$ cat src/rtl/pt_walker_pkg.sv
package pt_walker_pkg;
  parameter int unsigned OFF_W = 12;  // page offset bits
  parameter int unsigned ENT_B = 2;   // log2 entry bytes
  localparam int unsigned IDX_W   = OFF_W - ENT_B;
  localparam int unsigned ADDR_W  = OFF_W + 2 * IDX_W;
  localparam int unsigned FRAME_W = ADDR_W - OFF_W;

  localparam int unsigned SEG_V_BIT  = 1;
  localparam int unsigned SEG_RO_BIT = 2;
  localparam int unsigned PG_V_BIT   = 0;
  localparam int unsigned PG_RO_BIT  = 2;
  localparam int unsigned PG_REF_BIT = 3;
  localparam int unsigned PG_MOD_BIT = 4;
  localparam int unsigned PG_CI_BIT  = 6;

  typedef enum logic [1:0] {
    FLT_NONE  = 2'b00,
    FLT_TABLE = 2'b01,
    FLT_PAGE  = 2'b10,
    FLT_PROT  = 2'b11
  } fault_e;

  typedef enum logic [2:0] {
    ST_IDLE, ST_SEG_REQ, ST_SEG_WAIT, ST_PG_REQ, ST_PG_WAIT, ST_WB, ST_DONE
  } walk_st_e;
endpackage

$ cat src/rtl/pt_entry_check.sv
module pt_entry_check
  import pt_walker_pkg::*;
#(
  parameter bit IS_LEAF = 1'b0
) (
  input  logic [ADDR_W-1:0]  entry_i,
  input  logic               write_i,
  output fault_e             fault_o,
  output logic [FRAME_W-1:0] frame_o,
  output logic               ci_o,
  output logic [ADDR_W-1:0]  upd_o,
  output logic               wb_o
);
  assign frame_o = entry_i[ADDR_W-1:OFF_W];

  generate
    if (IS_LEAF) begin : g_leaf
      logic [ADDR_W-1:0] set_mask;
      always_comb begin
        set_mask = '0;
        set_mask[PG_REF_BIT] = 1'b1;
        set_mask[PG_MOD_BIT] = write_i;
      end
      always_comb begin
        if (!entry_i[PG_V_BIT])                   fault_o = FLT_PAGE;
        else if (entry_i[PG_RO_BIT] && write_i)   fault_o = FLT_PROT;
        else                                      fault_o = FLT_NONE;
      end
      assign ci_o  = entry_i[PG_CI_BIT];
      assign upd_o = entry_i | set_mask;
      assign wb_o  = (fault_o == FLT_NONE) && (upd_o != entry_i);
    end else begin : g_seg
      always_comb begin
        if (!entry_i[SEG_V_BIT])                  fault_o = FLT_TABLE;
        else if (entry_i[SEG_RO_BIT] && write_i)  fault_o = FLT_PROT;
        else                                      fault_o = FLT_NONE;
      end
      assign ci_o  = 1'b0;
      assign upd_o = entry_i;
      assign wb_o  = 1'b0;
    end
  endgenerate
endmodule

$ cat src/rtl/pt_walk_ctrl.sv
module pt_walk_ctrl
  import pt_walker_pkg::*;
(
  input  logic               clk_i,
  input  logic               rst_ni,
  input  logic               req_valid_i,
  output logic               req_ready_o,
  input  logic [ADDR_W-1:0]  req_va_i,
  input  logic               req_super_i,
  input  logic               req_write_i,
  input  logic [FRAME_W-1:0] user_base_i,
  input  logic [FRAME_W-1:0] super_base_i,
  input  logic               user_en_i,
  input  logic               super_en_i,
  output logic               mem_rd_valid_o,
  output logic [ADDR_W-1:0]  mem_rd_addr_o,
  input  logic               mem_rd_ready_i,
  input  logic               mem_rd_rvalid_i,
  output logic               mem_wr_valid_o,
  output logic [ADDR_W-1:0]  mem_wr_addr_o,
  output logic [ADDR_W-1:0]  mem_wr_data_o,
  input  logic               mem_wr_ready_i,
  output logic               done_o,
  output logic [ADDR_W-1:0]  pa_o,
  output logic               cache_inh_o,
  output logic [1:0]         fault_o,
  output logic               write_o,
  input  fault_e             seg_fault_i,
  input  logic [FRAME_W-1:0] seg_frame_i,
  input  fault_e             pg_fault_i,
  input  logic [FRAME_W-1:0] pg_frame_i,
  input  logic               pg_ci_i,
  input  logic [ADDR_W-1:0]  pg_upd_i,
  input  logic               pg_wb_i
);
  walk_st_e           st_q;
  logic [ADDR_W-1:0]  va_q, addr_q, pa_q, wb_q;
  logic               wr_q, ci_q;
  fault_e             flt_q;

  logic               xl_en;
  logic [FRAME_W-1:0] base_sel;

  assign xl_en    = req_super_i ? super_en_i : user_en_i;
  assign base_sel = req_super_i ? super_base_i : user_base_i;

  always_ff @(posedge clk_i or negedge rst_ni) begin
    if (!rst_ni) begin
      st_q   <= ST_IDLE;
      va_q   <= '0;
      addr_q <= '0;
      pa_q   <= '0;
      wb_q   <= '0;
      wr_q   <= 1'b0;
      ci_q   <= 1'b0;
      flt_q  <= FLT_NONE;
    end else begin
      unique case (st_q)
        ST_IDLE: if (req_valid_i) begin
          va_q  <= req_va_i;
          wr_q  <= req_write_i;
          flt_q <= FLT_NONE;
          ci_q  <= 1'b0;
          if (!xl_en) begin
            pa_q <= req_va_i;
            st_q <= ST_DONE;
          end else begin
            pa_q   <= '0;
            addr_q <= {base_sel, req_va_i[ADDR_W-1 -: IDX_W], {ENT_B{1'b0}}};
            st_q   <= ST_SEG_REQ;
          end
        end
        ST_SEG_REQ: if (mem_rd_ready_i) st_q <= ST_SEG_WAIT;
        ST_SEG_WAIT: if (mem_rd_rvalid_i) begin
          if (seg_fault_i != FLT_NONE) begin
            flt_q <= seg_fault_i;
            st_q  <= ST_DONE;
          end else begin
            addr_q <= {seg_frame_i, va_q[OFF_W +: IDX_W], {ENT_B{1'b0}}};
            st_q   <= ST_PG_REQ;
          end
        end
        ST_PG_REQ: if (mem_rd_ready_i) st_q <= ST_PG_WAIT;
        ST_PG_WAIT: if (mem_rd_rvalid_i) begin
          if (pg_fault_i != FLT_NONE) begin
            flt_q <= pg_fault_i;
            st_q  <= ST_DONE;
          end else begin
            pa_q <= {pg_frame_i, va_q[OFF_W-1:0]};
            ci_q <= pg_ci_i;
            wb_q <= pg_upd_i;
            st_q <= pg_wb_i ? ST_WB : ST_DONE;
          end
        end
        ST_WB:   if (mem_wr_ready_i) st_q <= ST_DONE;
        ST_DONE: st_q <= ST_IDLE;
        default: st_q <= ST_IDLE;
      endcase
    end
  end

  assign req_ready_o    = (st_q == ST_IDLE);
  assign mem_rd_valid_o = (st_q == ST_SEG_REQ) || (st_q == ST_PG_REQ);
  assign mem_rd_addr_o  = addr_q;
  assign mem_wr_valid_o = (st_q == ST_WB);
  assign mem_wr_addr_o  = addr_q;
  assign mem_wr_data_o  = wb_q;
  assign done_o         = (st_q == ST_DONE);
  assign pa_o           = pa_q;
  assign cache_inh_o    = ci_q;
  assign fault_o        = flt_q;
  assign write_o        = wr_q;

  p_rd_hold_r1: assert property (@(posedge clk_i) disable iff (!rst_ni)
    mem_rd_valid_o && !mem_rd_ready_i |=> mem_rd_valid_o && $stable(mem_rd_addr_o));
  p_done_pulse_r10: assert property (@(posedge clk_i) disable iff (!rst_ni)
    done_o |=> !done_o);
  p_one_port_r10: assert property (@(posedge clk_i) disable iff (!rst_ni)
    !(mem_rd_valid_o && mem_wr_valid_o));
  p_wb_ref_r8: assert property (@(posedge clk_i) disable iff (!rst_ni)
    mem_wr_valid_o |-> mem_wr_data_o[PG_REF_BIT] && mem_wr_data_o[PG_V_BIT]);
  p_wb_then_done_r8: assert property (@(posedge clk_i) disable iff (!rst_ni)
    mem_wr_valid_o && mem_wr_ready_i |=> done_o && fault_o == FLT_NONE);
  p_fault_pa_zero_r9: assert property (@(posedge clk_i) disable iff (!rst_ni)
    done_o && fault_o != FLT_NONE |-> pa_o == '0 && !cache_inh_o);
  p_prot_needs_write_r6: assert property (@(posedge clk_i) disable iff (!rst_ni)
    done_o && fault_o == FLT_PROT |-> write_o);
endmodule

$ cat src/rtl/pt_walker.sv
module pt_walker
  import pt_walker_pkg::*;
(
  input  logic        clk_i,
  input  logic        rst_ni,
  input  logic        req_valid_i,
  output logic        req_ready_o,
  input  logic [31:0] req_va_i,
  input  logic        req_super_i,
  input  logic        req_write_i,
  input  logic [19:0] user_base_i,
  input  logic [19:0] super_base_i,
  input  logic        user_en_i,
  input  logic        super_en_i,
  output logic        mem_rd_valid_o,
  output logic [31:0] mem_rd_addr_o,
  input  logic        mem_rd_ready_i,
  input  logic        mem_rd_rvalid_i,
  input  logic [31:0] mem_rd_data_i,
  output logic        mem_wr_valid_o,
  output logic [31:0] mem_wr_addr_o,
  output logic [31:0] mem_wr_data_o,
  input  logic        mem_wr_ready_i,
  output logic        done_o,
  output logic [31:0] pa_o,
  output logic        cache_inh_o,
  output logic [1:0]  fault_o
);
  fault_e             seg_fault, pg_fault;
  logic [FRAME_W-1:0] seg_frame, pg_frame;
  logic               seg_ci, pg_ci, seg_wb, pg_wb, wr;
  logic [ADDR_W-1:0]  seg_upd, pg_upd;

  pt_entry_check #(.IS_LEAF(1'b0)) u_seg_chk (
    .entry_i(mem_rd_data_i), .write_i(wr), .fault_o(seg_fault),
    .frame_o(seg_frame), .ci_o(seg_ci), .upd_o(seg_upd), .wb_o(seg_wb)
  );

  pt_entry_check #(.IS_LEAF(1'b1)) u_pg_chk (
    .entry_i(mem_rd_data_i), .write_i(wr), .fault_o(pg_fault),
    .frame_o(pg_frame), .ci_o(pg_ci), .upd_o(pg_upd), .wb_o(pg_wb)
  );

  pt_walk_ctrl u_ctrl (
    .clk_i(clk_i), .rst_ni(rst_ni),
    .req_valid_i(req_valid_i), .req_ready_o(req_ready_o),
    .req_va_i(req_va_i), .req_super_i(req_super_i), .req_write_i(req_write_i),
    .user_base_i(user_base_i), .super_base_i(super_base_i),
    .user_en_i(user_en_i), .super_en_i(super_en_i),
    .mem_rd_valid_o(mem_rd_valid_o), .mem_rd_addr_o(mem_rd_addr_o),
    .mem_rd_ready_i(mem_rd_ready_i), .mem_rd_rvalid_i(mem_rd_rvalid_i),
    .mem_wr_valid_o(mem_wr_valid_o), .mem_wr_addr_o(mem_wr_addr_o),
    .mem_wr_data_o(mem_wr_data_o), .mem_wr_ready_i(mem_wr_ready_i),
    .done_o(done_o), .pa_o(pa_o), .cache_inh_o(cache_inh_o), .fault_o(fault_o),
    .write_o(wr),
    .seg_fault_i(seg_fault), .seg_frame_i(seg_frame),
    .pg_fault_i(pg_fault), .pg_frame_i(pg_frame), .pg_ci_i(pg_ci),
    .pg_upd_i(pg_upd), .pg_wb_i(pg_wb)
  );

  // Unused outputs of the top-level checker instance.
  logic unused_seg;
  assign unused_seg = seg_ci ^ seg_wb ^ (^seg_upd);

  p_seg_fault_codes_r3: assert property (@(posedge clk_i) disable iff (!rst_ni)
    mem_rd_rvalid_i && seg_fault == FLT_TABLE |-> !mem_rd_data_i[SEG_V_BIT]);
endmodule

$ cat config.mk
export PLATFORM = sky130hd
export DESIGN_NAME = pt_walker
export DESIGN_NICKNAME = d
export VERILOG_FILES = /design/src/rtl/pt_walker_pkg.sv /design/src/rtl/pt_entry_check.sv /design/src/rtl/pt_walk_ctrl.sv /design/src/rtl/pt_walker.sv
export SDC_FILE = /design/constraint.sdc
export NUM_CORES = 1
export LEC_CHECK = 0
export ABC_AREA = 1
export BUFFER_PORTS_ARGS = -buffer_cell sky130_fd_sc_hd__buf_4
export CAP_MARGIN = 5
export CORE_MARGIN = 4
export CORE_UTILIZATION = 53
export CTS_CLUSTER_SIZE = 10
export DETAILED_ROUTE_END_ITERATION = 7
export PLACE_DENSITY = 0.92
export RECOVER_POWER = 50
export SYNTH_ARGS = -nofsm -noshare
export SYNTH_HDL_FRONTEND = slang
export SYNTH_SLANG_ARGS = --single-unit
$ cat constraint.sdc
create_clock -name clk_i -period 2.96 [get_ports clk_i]
set_clock_uncertainty 0.1 [all_clocks]
set_input_delay 0.444 -clock clk_i [delete_from_list [all_inputs] [get_ports clk_i]]
set_output_delay 0.444 -clock clk_i [all_outputs]
set_load 0.1 [all_outputs]
# Word level (Yosys, flattened, before mapping)

Cells that the tools add are included.
Widths: inputs -> output; s select.

Bits in latches: 0
Register bits: 125
Memories kept: 0
Input port bits: 114
Memory bits (writable): 0
ROM bits: 0

Add/subtract/negate cells: 0
Equality and inequality tests: 18
Magnitude comparators: 0
$mul: 0
Shift-type cells: 0
Reduce and logical (&&, ||, !) cells: 16
Bitwise operators: 2
Multiplexer cells: 36
Div/mod/pow operators: 0

Operators by type and width:

| cell               | count |
|---|---|
| $mux 32            | 8 |
| $pmux 32 s2        | 2 |
| $ne 32x32->1       | 1 |
| $or 32x5->32       | 1 |
| $mux 3             | 9 |
| $mux 20            | 1 |
| $mux 2             | 9 |
| $pmux 3 s6         | 1 |
| $ne 2x2->1 const B | 7 |
| $reduce_and 6->1   | 2 |
| $eq 3x3->1 const B | 3 |
| $ne 2x1->1 const B | 4 |
| $reduce_bool 2->1  | 4 |
| $eq 3x2->1 const B | 2 |
| $pmux 2 s3         | 1 |
| $reduce_and 5->1   | 1 |
| $mux 1             | 4 |
| $reduce_and 4->1   | 1 |
| $eq 3x1->1 const B | 1 |
| $logic_not 3->1    | 1 |
| $reduce_and 3->1   | 1 |
| $reduce_bool 3->1  | 1 |
| $logic_and 1x1->1  | 2 |
| $logic_not 2->1    | 1 |
| other kinds (4)    | 4 |

# Logic depth before layout (Yosys ltp)

Gate-level depths: netlist of the first run.

Word-level depth: 9
Depth in mapped cells: 10
Mapped depth without buffers: 9

# Modules after synthesis

A second synthesis of the first run with hierarchy kept.

Cells, all modules: 1009
Area total of the unflattened synthesis: 7307.0 µm²

Modules (own cells, without submodules):

| module                      | area an instance (µm²) | times used | cells each | sequential area each (µm²) |
|---|---|---|---|---|
| pt_walk_ctrl                | 6443.7                 | 1          | 889        | 3078.0 |
| pt_entry_check at u_pg_chk  | 436.7                  | 1          | 61         | 0.0 |
| pt_entry_check at u_seg_chk | 426.7                  | 1          | 59         | 0.0 |

# Worst setup path before layout of the first run

Ideal clock, no wire load.

Path kind: register to output
Start point: register u_ctrl.st_q[1]
End point: output port done_o
Path buffers: 0
Stages on the path, launching flop included: 3
Slack: -155 ps
Arrival time: 2571 ps
Cells stage by stage: dfrtp_1 inv_2 nor3_1

Longest elaborated chain between the ends: 1

RTL lines:

| item                   | RTL line            | text |
|---|---|---|
| from (decl)            | pt_walk_ctrl.sv:36  | `walk_st_e st_q;` |
| from (signal assigned) | pt_walk_ctrl.sv:92  | `st_q <= pg_wb_i ? ST_WB : ST_DONE;` |
| $eq 3x3->1             | pt_walk_ctrl.sv:108 | `assign done_o = (st_q == ST_DONE);` |
| to (decl)              | pt_walker.sv:24     | `output logic done_o,` |

Every way passes these cells.

# Worst setup path in the final report of the first run

Start point: register u_ctrl.st_q[0]
End point: register u_ctrl.pa_q[10] (netlist: u_ctrl.pa_o[10])

Longest elaborated chain between the ends: 3
Elaborated cells between the ends (all ways): 8
Those cells by class: 4 x eq/ne; 1 x mux; 3 x reduce/logical

RTL lines:

| item                                                      | RTL line           | text |
|---|---|---|
| $eq 3x3->1 or $logic_not 3->1 (tied branches)             | pt_walk_ctrl.sv:58 | `unique case (st_q)` |
| $ne 2x2->1 (no line) or $reduce_bool 2->1 (tied branches) | --                 |  |
| $reduce_and 4->1 (no line)                                | --                 |  |
| to (signal assigned)                                      | pt_walk_ctrl.sv:65 | `pa_q <= req_va_i;` |
| to (signal assigned)                                      | pt_walk_ctrl.sv:89 | `pa_q <= {pg_frame_i, va_q[OFF_W-1:0]};` |
| to (decl)                                                 | pt_walk_ctrl.sv:37 | `logic [ADDR_W-1:0] va_q, addr_q, pa_q, wb_q;` |

Parallel ways exist; a longest one is shown, timed or not.
A chain may end at the register's enable or synchronous reset.

==> run metrics, run 1 <==
setup slack, reg-to-reg 0.63 ns; post-route ant nets 0; Chip Width 117.4 µm; WS Path Type register to register; Placement Cell Area 7920 µm²; drt pass-1 iters 5; Skew-Pair Late Insertion Delay 0.41 ns; Clock Path Buffers 2; cells along the critical path nor2_4 -> nand2_1 -> inv_2 -> nand2_4 -> nand2_2 -> nand2_1 -> nand2_1; count of input and output buffers 244; first-pass GRT wire length 31330 µm; Final Non-Filler Cells about 1200; worst slew pin tran 1.625 ns; register area 3078 µm²; CP required 3.16 ns; Slew headroom -0.08341; # nets final ~1100; vias in the first global route 6137; largest net degree at the start of global routing 66; reg2reg end u_ctrl.pa_o[10]; die height 117.4 µm; cell family with most CP delay simple AND/OR/NAND/NOR gates; Starting Density 0.5485; CTS tree done; outcome finished, violations left; total of max-cap violations 1; Peak Freq approximately 0.43 GHz; Critical Path Most Common Cell nand2_1; min-delay src mem_rd_data_i[7]; failing checks capacitance limit, slew limit; Synth Cell Area 6344 µm²; clk root buf clkbuf_16; Antenna diodes 0; post-synth cell types 27; critical path arrival around 2.5 ns; final setup violation count 0; yosys warns 0; wire per inst 16.53 µm; total CTS buffers 17; Worst Hold Endpoint u_ctrl.mem_wr_data_o[7]; Mapped Cells between 800 and 900; WL final 19610 µm; DRC 0; IO Count 249; sequential area share after synthesis 0.4852; gr usage total 0.2824; critical path peak fanout 43; dpl hpwl 13740 µm; RePlAce Congestion 0.9147; total grt overflow 0; FILL cells 984; row cnt 39; R2R Path Start u_ctrl.st_q[0]; total number of vias 6233; die footprint roughly 14000 µm²; cells on worst reg2reg path 7; Final TNS setup 0 ns; Final Hold Vio Count 0; Post-CTS Resized 0; Final Instance Area 8349 µm²; Worst-path clk slew 0.06 ns; initial antenna violation count 0; WP buf/inv 1; number of cells after detailed placement between 1000 and 1500; Min-Delay Path Class primary input to register; Slew Limit Fails 66; RSZ-0062 raised after global routing false; CP max-delay cell dfrtp_1; area grow syn2layout 31.62%; Crit. End Element register; Seq cells post-synth 123; H-tree depth 4; DR iter-0 viols roughly 430; WP depth 7; type of element launching the critical path register; mean post-synth cell area 7.606 µm²; Core Area around 12000 µm²; Final Core Density 0.7220; Tmin final 2.332 ns; layout cells sized above 1 0.2454; hold depth 3; slowest cell delay on critical path about 0.53 ns; Sink Count 123; final worst path period share 0.7877; Via density around 5.3; multi-input logic area 2512 µm²
-- registers in the layout (all words and copies together), names as in the netlist --
register / flops
u_ctrl.cache_inh_o: 1
u_ctrl.mem_wr_data_o: 32
u_ctrl.mem_rd_addr_o: 30
u_ctrl.fault_o: 2
u_ctrl.pa_o: 32
u_ctrl.st_q: 3
u_ctrl.va_q: 22
u_ctrl.write_o: 1
-- placed cells by master (no fill, tap or decap) --
master,instances
a21oi_1,3
clkinv_2,2
nand2_4,1
inv_6,1
o21ai_0,67
o21ai_1,22
nor2_1,31
clkbuf_2,1
a21oi_2,19
o21bai_1,1
nor2_2,3
nor2_4,1
clkbuf_8,1
dfrtp_1,123
nand3_4,1
clkbuf_1,67
nor3_2,1
o21ai_2,1
inv_1,59
o31ai_1,1
dlygate4sd3_1,1
clkbuf_16,17
clkinv_4,1
nand2_2,3
or2_2,2
clkinvlp_4,1
conb_1,4
buf_4,189
nand2_1,331
inv_2,5
bufinv_16,6
o21a_1,1
nand3_1,76
-- layout make-up --
type                       instances  area share
clock inverter                    11     0.02578
sequential                       123      0.3686
inverter                          64     0.02877
timing repair buffer             255      0.2005
tap                              143     0.02143
clock buffer                      21     0.05395
multi-input combinational        569      0.3009
-- worst max path at each step --
stage                           from                       end  slack (ns)
finish                u_ctrl.st_q[0]           u_ctrl.pa_o[10]        0.63
global route                  rst_ni  u_ctrl.mem_rd_addr_o[13]        0.42
CTS                   u_ctrl.st_q[0]           u_ctrl.pa_o[10]        0.67
detailed placement  mem_rd_data_i[2]           u_ctrl.pa_o[10]        0.64
global placement    mem_rd_data_i[2]           u_ctrl.pa_o[16]        0.72
floorplan             u_ctrl.st_q[0]            u_ctrl.st_q[2]        0.38
-- worst register-to-register path, delay by kind of cell, from the launching register on --
family	cells	cell delay, ns
flops	1	0.53
buf+inv	1	0.09
simple gates	6	1.51
-- metrics by stage --
stage | setup slack, ns | hold slack [ns]
final | 0.6285 | 0.1258
after detailed placement | 0.6361 | 0.3541
after global routing | 0.4216 | 0.1176
after floorplan | 0.3837 | 0.04841
after global placement | 0.7205 | 0.3561
after CTS | 0.6721 | 0.1174
-- kinds of logic (layout without fill, tap and decap cells) --
kind of cell           Yosys count  after routing  share of synthesized area
AND/OR/NAND/NOR                450            450                     0.2888
buffers and inverters          145            351                     0.1217
AO/OA/AOI/OAI                  115            115                     0.1037
flip-flops                     123            123                     0.4852
other                            1              4                  0.0005911
-- Yosys cell counts --
| cell type | count | area [µm²] |
|---|---|---|
| buf_4 | 46 | 345.3 |
| buf_2 | 20 | 100.1 |
| nand2_2 | 2 | 12.51 |
| nand2_1 | 332 | 1246 |
| a21oi_2 | 19 | 166.4 |
| a21oi_1 | 3 | 15.01 |
| o21ai_0 | 67 | 335.3 |
| clkbuf_1 | 9 | 33.78 |
| or2_2 | 2 | 12.51 |
| nor3_1 | 1 | 5.000 |
| nor2_4 | 1 | 11.26 |
| inv_2 | 6 | 22.52 |
| nor2_1 | 31 | 116.4 |
| nand3_1 | 76 | 380.4 |
| o21ai_1 | 22 | 110.1 |
| nor2_2 | 3 | 18.77 |
| o21bai_1 | 1 | 7.510 |
| o21a_1 | 1 | 7.510 |
| o31ai_1 | 1 | 7.510 |
| conb_1 | 1 | 3.750 |
| nand3_4 | 1 | 17.52 |
| nand2_4 | 1 | 11.26 |
| buf_6 | 4 | 45.04 |
| dfrtp_1 | 123 | 3078 |
| inv_1 | 58 | 217.7 |
| buf_1 | 2 | 7.510 |
| o21ai_2 | 1 | 8.760 |
-- what timing repair did --
action,CTS,global route
hold buffers,1,0
hold endpoints to repair,62,0
buffers inserted,0,0
-- routing by layer --
metal | GRT usage | vias up | part of all wire
met3 | 0.08903 | 54 | 0.086
met1 | 0.3476 | 2909 | 0.39
li1 | - | 2967 | -
met5 | 0 | - | 0
met4 | 0.1166 | 0 | 0.034
met2 | 0.4624 | 303 | 0.49
Power of run 1 is left out: the tool's default activity adds up to more than one toggle a clock period on the data nets, which glitch-free logic cannot reach.
==> run 2: changes to the inputs <==
--- a/config.mk
+++ b/config.mk
@@ -5,14 +5,14 @@
 export SDC_FILE = /design/constraint.sdc
 export NUM_CORES = 1
 export LEC_CHECK = 0
-export ABC_AREA = 1
+export ABC_AREA = 0
 export BUFFER_PORTS_ARGS = -buffer_cell sky130_fd_sc_hd__buf_4
 export CAP_MARGIN = 5
 export CORE_MARGIN = 4
-export CORE_UTILIZATION = 53
+export CORE_UTILIZATION = 49
 export CTS_CLUSTER_SIZE = 10
 export DETAILED_ROUTE_END_ITERATION = 7
-export PLACE_DENSITY = 0.92
+export PLACE_DENSITY = 0.87
 export RECOVER_POWER = 50
 export SYNTH_ARGS = -nofsm -noshare
 export SYNTH_HDL_FRONTEND = slang
==> constraint.sdc (replaced) <==
create_clock -name clk_i -period 2.3 [get_ports clk_i]
set_clock_uncertainty 0.1 [all_clocks]
set_input_delay 0.345 -clock clk_i [delete_from_list [all_inputs] [get_ports clk_i]]
set_output_delay 0.345 -clock clk_i [all_outputs]
set_load 0.1 [all_outputs]
==> run metrics, run 2 <==
FFs w/ async S/R, synth 1.000; critical path peak fanout 9; Slew Limit Fails 0; total CTS buffers 17; slowest cell delay on critical path about 0.50 ns; count of input and output buffers 244; first-pass GRT wire length 26270 µm; Sink Count 123; final setup violation count 0; IO Count 249; Critical Path Most Common Cell buf_4; post-route ant nets 0; Tmin final 2.171 ns; WL final 16800 µm; Synth Area in Simple Gates 0.07002; largest net degree at the start of global routing 49; H-tree depth 4; Setup Buffers After CTS 0; Post-synth EDFFs 0; GRT Max-Usage Layer met2; Synth Cell Area approximately 6100 µm²; Core Area 12060 µm²; CTS tree done; die footprint 14250 µm²; top-count cell post-synth dfrtp_1; Slew headroom 0.4122; Skew-Pair Late Insertion Delay 0.42 ns; Synth area leaders dfrtp_1 51%, mux2_2 9.3%, mux2_4 7.2%, buf_4 5.6%, a22oi_1 4.0%; dpl hpwl 12360 µm; Worst Slack Setup Final 0.1292 ns; sequential area share after synthesis 0.5066; mean post-synth cell area between 10 and 15 µm²; WS Path Type register to output pin; drt pass-1 iters 4; outcome finished clean; area share of fa/ha/maj cells after synthesis 0; Antenna diodes 0; yosys warns 0; RePlAce Congestion slightly above 0.8; wire per inst 18.65 µm; worst slew pin tran roughly 0.88 ns; critical path arrival 1.73 ns; FILL cells 899; largest family of logic cells by synthesized area multiplexers; most common cell after layout, fill and taps aside buf_4; Final TNS setup 0 ns; initial antenna violation count 0; worst hold slack around 0.06 ns; Yosys top cell area share 0.5066; clk root buf clkbuf_16; total number of vias ~4700; vias in the first global route 4987; cells along the critical path buf_4 -> inv_1 -> and3_1 -> buf_4; Chip Width 119.4 µm; Via density 5.264; CP max-delay cell dfrtp_1; total grt overflow 0; Crit. End Element output pin; RSZ-0062 raised after global routing false; total of max-cap violations 0; Min-Delay Path Class primary input to register; Final Hold Vio Count 0; type of element launching the critical path register; met1 Resource Use GR 0.2735; die height between 100 and 150 µm; GR Layer Usage met2 0.4027; post-synth top area cell dfrtp_1; CP required 1.86 ns; hold depth 2; DRC 0; Peak Freq 0.4607 GHz; area grow syn2layout 35.46%; DP Worst Slack 0.1887 ns; Synth top cells by count 123 x dfrtp_1, 61 x nand2_1, 50 x mux2_2, 45 x buf_4, 36 x o21ai_0; met3 Use GR 0.08025; Starting Density 0.5037; post-synth cell types 43; final worst path period share 0.9438; Clock Path Buffers 2; row cnt 40; Worst-path clk slew ~0.050 ns; mux contribution to synthesized area 0.2271; gr usage total 0.2374; Seq cells post-synth 123; Mapped Cells 505; Post-synth top flop dfrtp_1; Post-Synth XOR/XNOR Area 0; layout cells sized above 1 0.5252; Post-CTS Resized 0; # nets final 835; Compound-Gate Fraction of Synth Area 0.1087; DR iter-0 viols 338; cells on worst reg2reg path 6; most frequent cells in the layout 194 x buf_4, 123 x dfrtp_1, 66 x clkbuf_2
## run 2: cell families (layout without fill, tap and decap cells)
| group | after synthesis | count (layout) |
|---|---|---|
| buffers and inverters | 74 | 299 |
| other | 1 | 4 |
| AND/OR/NAND/NOR | 86 | 86 |
| flip-flops | 123 | 123 |
| multiplexers | 115 | 115 |
| AO/OA/AOI/OAI | 106 | 106 |
## run 2: timing repair
action                                  in CTS  in global routing
hold endpoints to repair                    31                  0
hold buffers                                 1                  0
endpoints found under the setup margin       0                  0
## run 2: path summary, 6_finish.rpt
kind | slack (ns) | from | end
worst max-delay path | 0.13 | u_ctrl.st_q[0] | done_o
worst min-delay path | 0.06 | mem_rd_data_i[9] | u_ctrl.mem_wr_data_o[9]
worst max register to register | 0.21 | u_ctrl.st_q[2] | u_ctrl.pa_o[27]
worst min register to register | 0.37 | u_ctrl.mem_wr_data_o[0] | u_ctrl.mem_wr_data_o[0]
max in group asynchronous | 0.35 | rst_ni | u_ctrl.mem_wr_data_o[2]
min in group asynchronous | 0.51 | rst_ni | u_ctrl.pa_o[20]
## run 2: final cells by class
class,instances,area [µm²],share of cell area
inverter,4,15.01,0.001824
timing repair buffer,264,1832,0.2226
multi-input combinational,311,2525,0.3068
clock buffer,23,478.0,0.05807
clock inverter,8,92.59,0.01125
sequential,123,3078,0.3740
tap,168,210.2,0.02554
## run 2: worst max-delay path: cells and delay by family (launching register included)
family	cells	cell delay, ns
buf+inv	3	0.64
flops	1	0.50
simple gates	1	0.17
## run 2: layer usage
metal  up-vias  wire, µm  part of all wire
met4         0       471             0.028
met2       218      8527              0.51
met1      2306      6363              0.38
li1       2181         -                 -
met3        38      1442             0.086
met5         -         0                 0
## run 2: metrics by stage
step | area [µm²] | std cells | utilization
global route | 8230 | 901 | 0.6824
detailed placement | 7840 | 869 | 0.6500
global placement | 7840 | 869 | 0.6500
CTS | 8421 | 901 | 0.6981
finish | 8230 | 901 | 0.6824
floorplan | 6101 | 508 | -
Power of run 2 is left out for the same reason.
==> run 3: changes to the inputs <==
==> constraint.sdc (replaced) <==
create_clock -name clk_i -period 2.3 [get_ports clk_i]
set_clock_uncertainty 0.1 [all_clocks]
set_input_delay 0.345 -clock clk_i [delete_from_list [all_inputs] [get_ports clk_i]]
set_output_delay 0.345 -clock clk_i [all_outputs]
set_load 0.02 [all_outputs]
==> run metrics, run 3 (synthesized netlist as in run 2, its figures left out) <==
final setup violation count 0; clk root buf clkbuf_16; total CTS buffers 17; P_leak 3.927 nW; Skew-Pair Late Insertion Delay just over 0.4 ns; Final Core Density 0.6813; RSZ-0062 raised after global routing false; DRC 0; Peak Freq roughly 0.45 GHz; register area 3078 µm²; Max IR drop VDD between 0.8 and 0.9 mV; count of input and output buffers 244; row cnt 40; Slew headroom 0.3307; Final Non-Filler Cells between 800 and 900; Chip Width 119.4 µm; final worst path period share 0.9599; Final TNS setup 0 ns; CP required 2.47 ns; post-route ant nets 0; WS Path Type register to register; initial antenna violation count 0; dpl hpwl around 13000 µm; critical path peak fanout 65; first-pass GRT wire length 27780 µm; CTS tree done; most common cell after layout, fill and taps aside buf_4; RePlAce Congestion 0.8861; total of max-cap violations 0; die height 119.4 µm; Starting Density 0.5037; Crit. End Element register; Tmin final 2.208 ns; total grt overflow 0; worst slew pin tran roughly 1 ns; FILL cells roughly 900; H-tree depth 4; Core Area around 12000 µm²; wire per inst 19.69 µm; largest net degree at the start of global routing 66; DR iter-0 viols 311; pwr dens 1560 nW/µm²; vias in the first global route 5197; drt pass-1 iters 4; Worst-path clk slew 0.06 ns; critical path arrival 2.38 ns; number of cells after detailed placement 865; die footprint 14250 µm²; Post-CTS Resized 0; Slew Limit Fails 0; outcome finished clean; area grow syn2layout 35.26%; type of element launching the critical path register; setup slack, reg-to-reg about 0.09 ns; Final Hold Vio Count 0; Sink Count 123; IO Count ~250; gr usage total 0.2477; Final Power between 10 and 15 mW; Via density around 5.4; WL final 17680 µm; Antenna diodes 0; Clock Path Buffers 2; Min-Delay Path Class primary input to register; layout cells sized above 1 0.4329; total number of vias a little under 5000; most frequent cells in the layout 187 x buf_4, 123 x dfrtp_1, 67 x clkbuf_1; multi-input logic area 2506 µm²; # nets final 831
[run 3: routing by layer]
metal | GRT usage | part of all wire | up-vias
met3 | 0.07407 | 0.069 | 40
met2 | 0.4422 | 0.52 | 211
met4 | 0.09091 | 0.024 | 0
li1 | - | - | 2176
met1 | 0.2792 | 0.38 | 2380
met5 | 0 | 0 | -
[run 3: worst max-delay path: stages, from the launching register on]
cell and delay [ns]:
dfrtp_1 0.57, nor3b_4 0.32, buf_4 0.44, a31oi_4 0.16, buf_12 0.21, nand2_1 0.12, o21ai_0 0.11
[run 3: final timing paths]
path | startpoint | to | cells past startpoint
max | u_ctrl.st_q[0] | u_ctrl.pa_o[6] | 6
min | mem_rd_data_i[11] | u_ctrl.mem_wr_data_o[11] | 2
max reg2reg | u_ctrl.st_q[0] | u_ctrl.pa_o[6] | 6
min reg2reg | u_ctrl.mem_wr_data_o[3] | u_ctrl.mem_wr_data_o[3] | 1
max in group asynchronous | rst_ni | u_ctrl.pa_o[1] | 3
min in group asynchronous | rst_ni | u_ctrl.mem_wr_data_o[18] | 2
[run 3: timing repair]
action                                  CTS  global route
endpoints found under the setup margin    0             0
buffers inserted                          0             0
hold buffers                              1             0
hold endpoints to repair                 36             0
[run 3: power by group]
group	switching (mW)	total, mW	internal, mW
clock network	0.970	2.87	1.90
registers	0.809	4.06	3.25
logic	3.36	5.89	2.53
[run 3: through the flow]
| step | cell area, µm² | hold slack, ns | worst slack, ns |
|---|---|---|---|
| 2_1_floorplan | 6087 | -0.05059 | 0.4496 |
| 3_3_place_gp | 7829 | 0.2497 | 0.2760 |
| 3_5_place_dp | 7829 | 0.2554 | 0.1759 |
| 4_1_cts | 8477 | 0.04397 | 0.1080 |
| 5_1_grt | 8218 | 0.05441 | 0.02818 |
| 6_report | 8218 | 0.05789 | 0.09230 |
[run 3: layout make-up]
cell class	instances	share of cell area
multi-input combinational	311	0.3050
clock inverter	10	0.01995
tap	168	0.02558
sequential	123	0.3745
inverter	4	0.001827
clock buffer	22	0.05770
timing repair buffer	260	0.2154
Power figures use the tool's default switching activity.
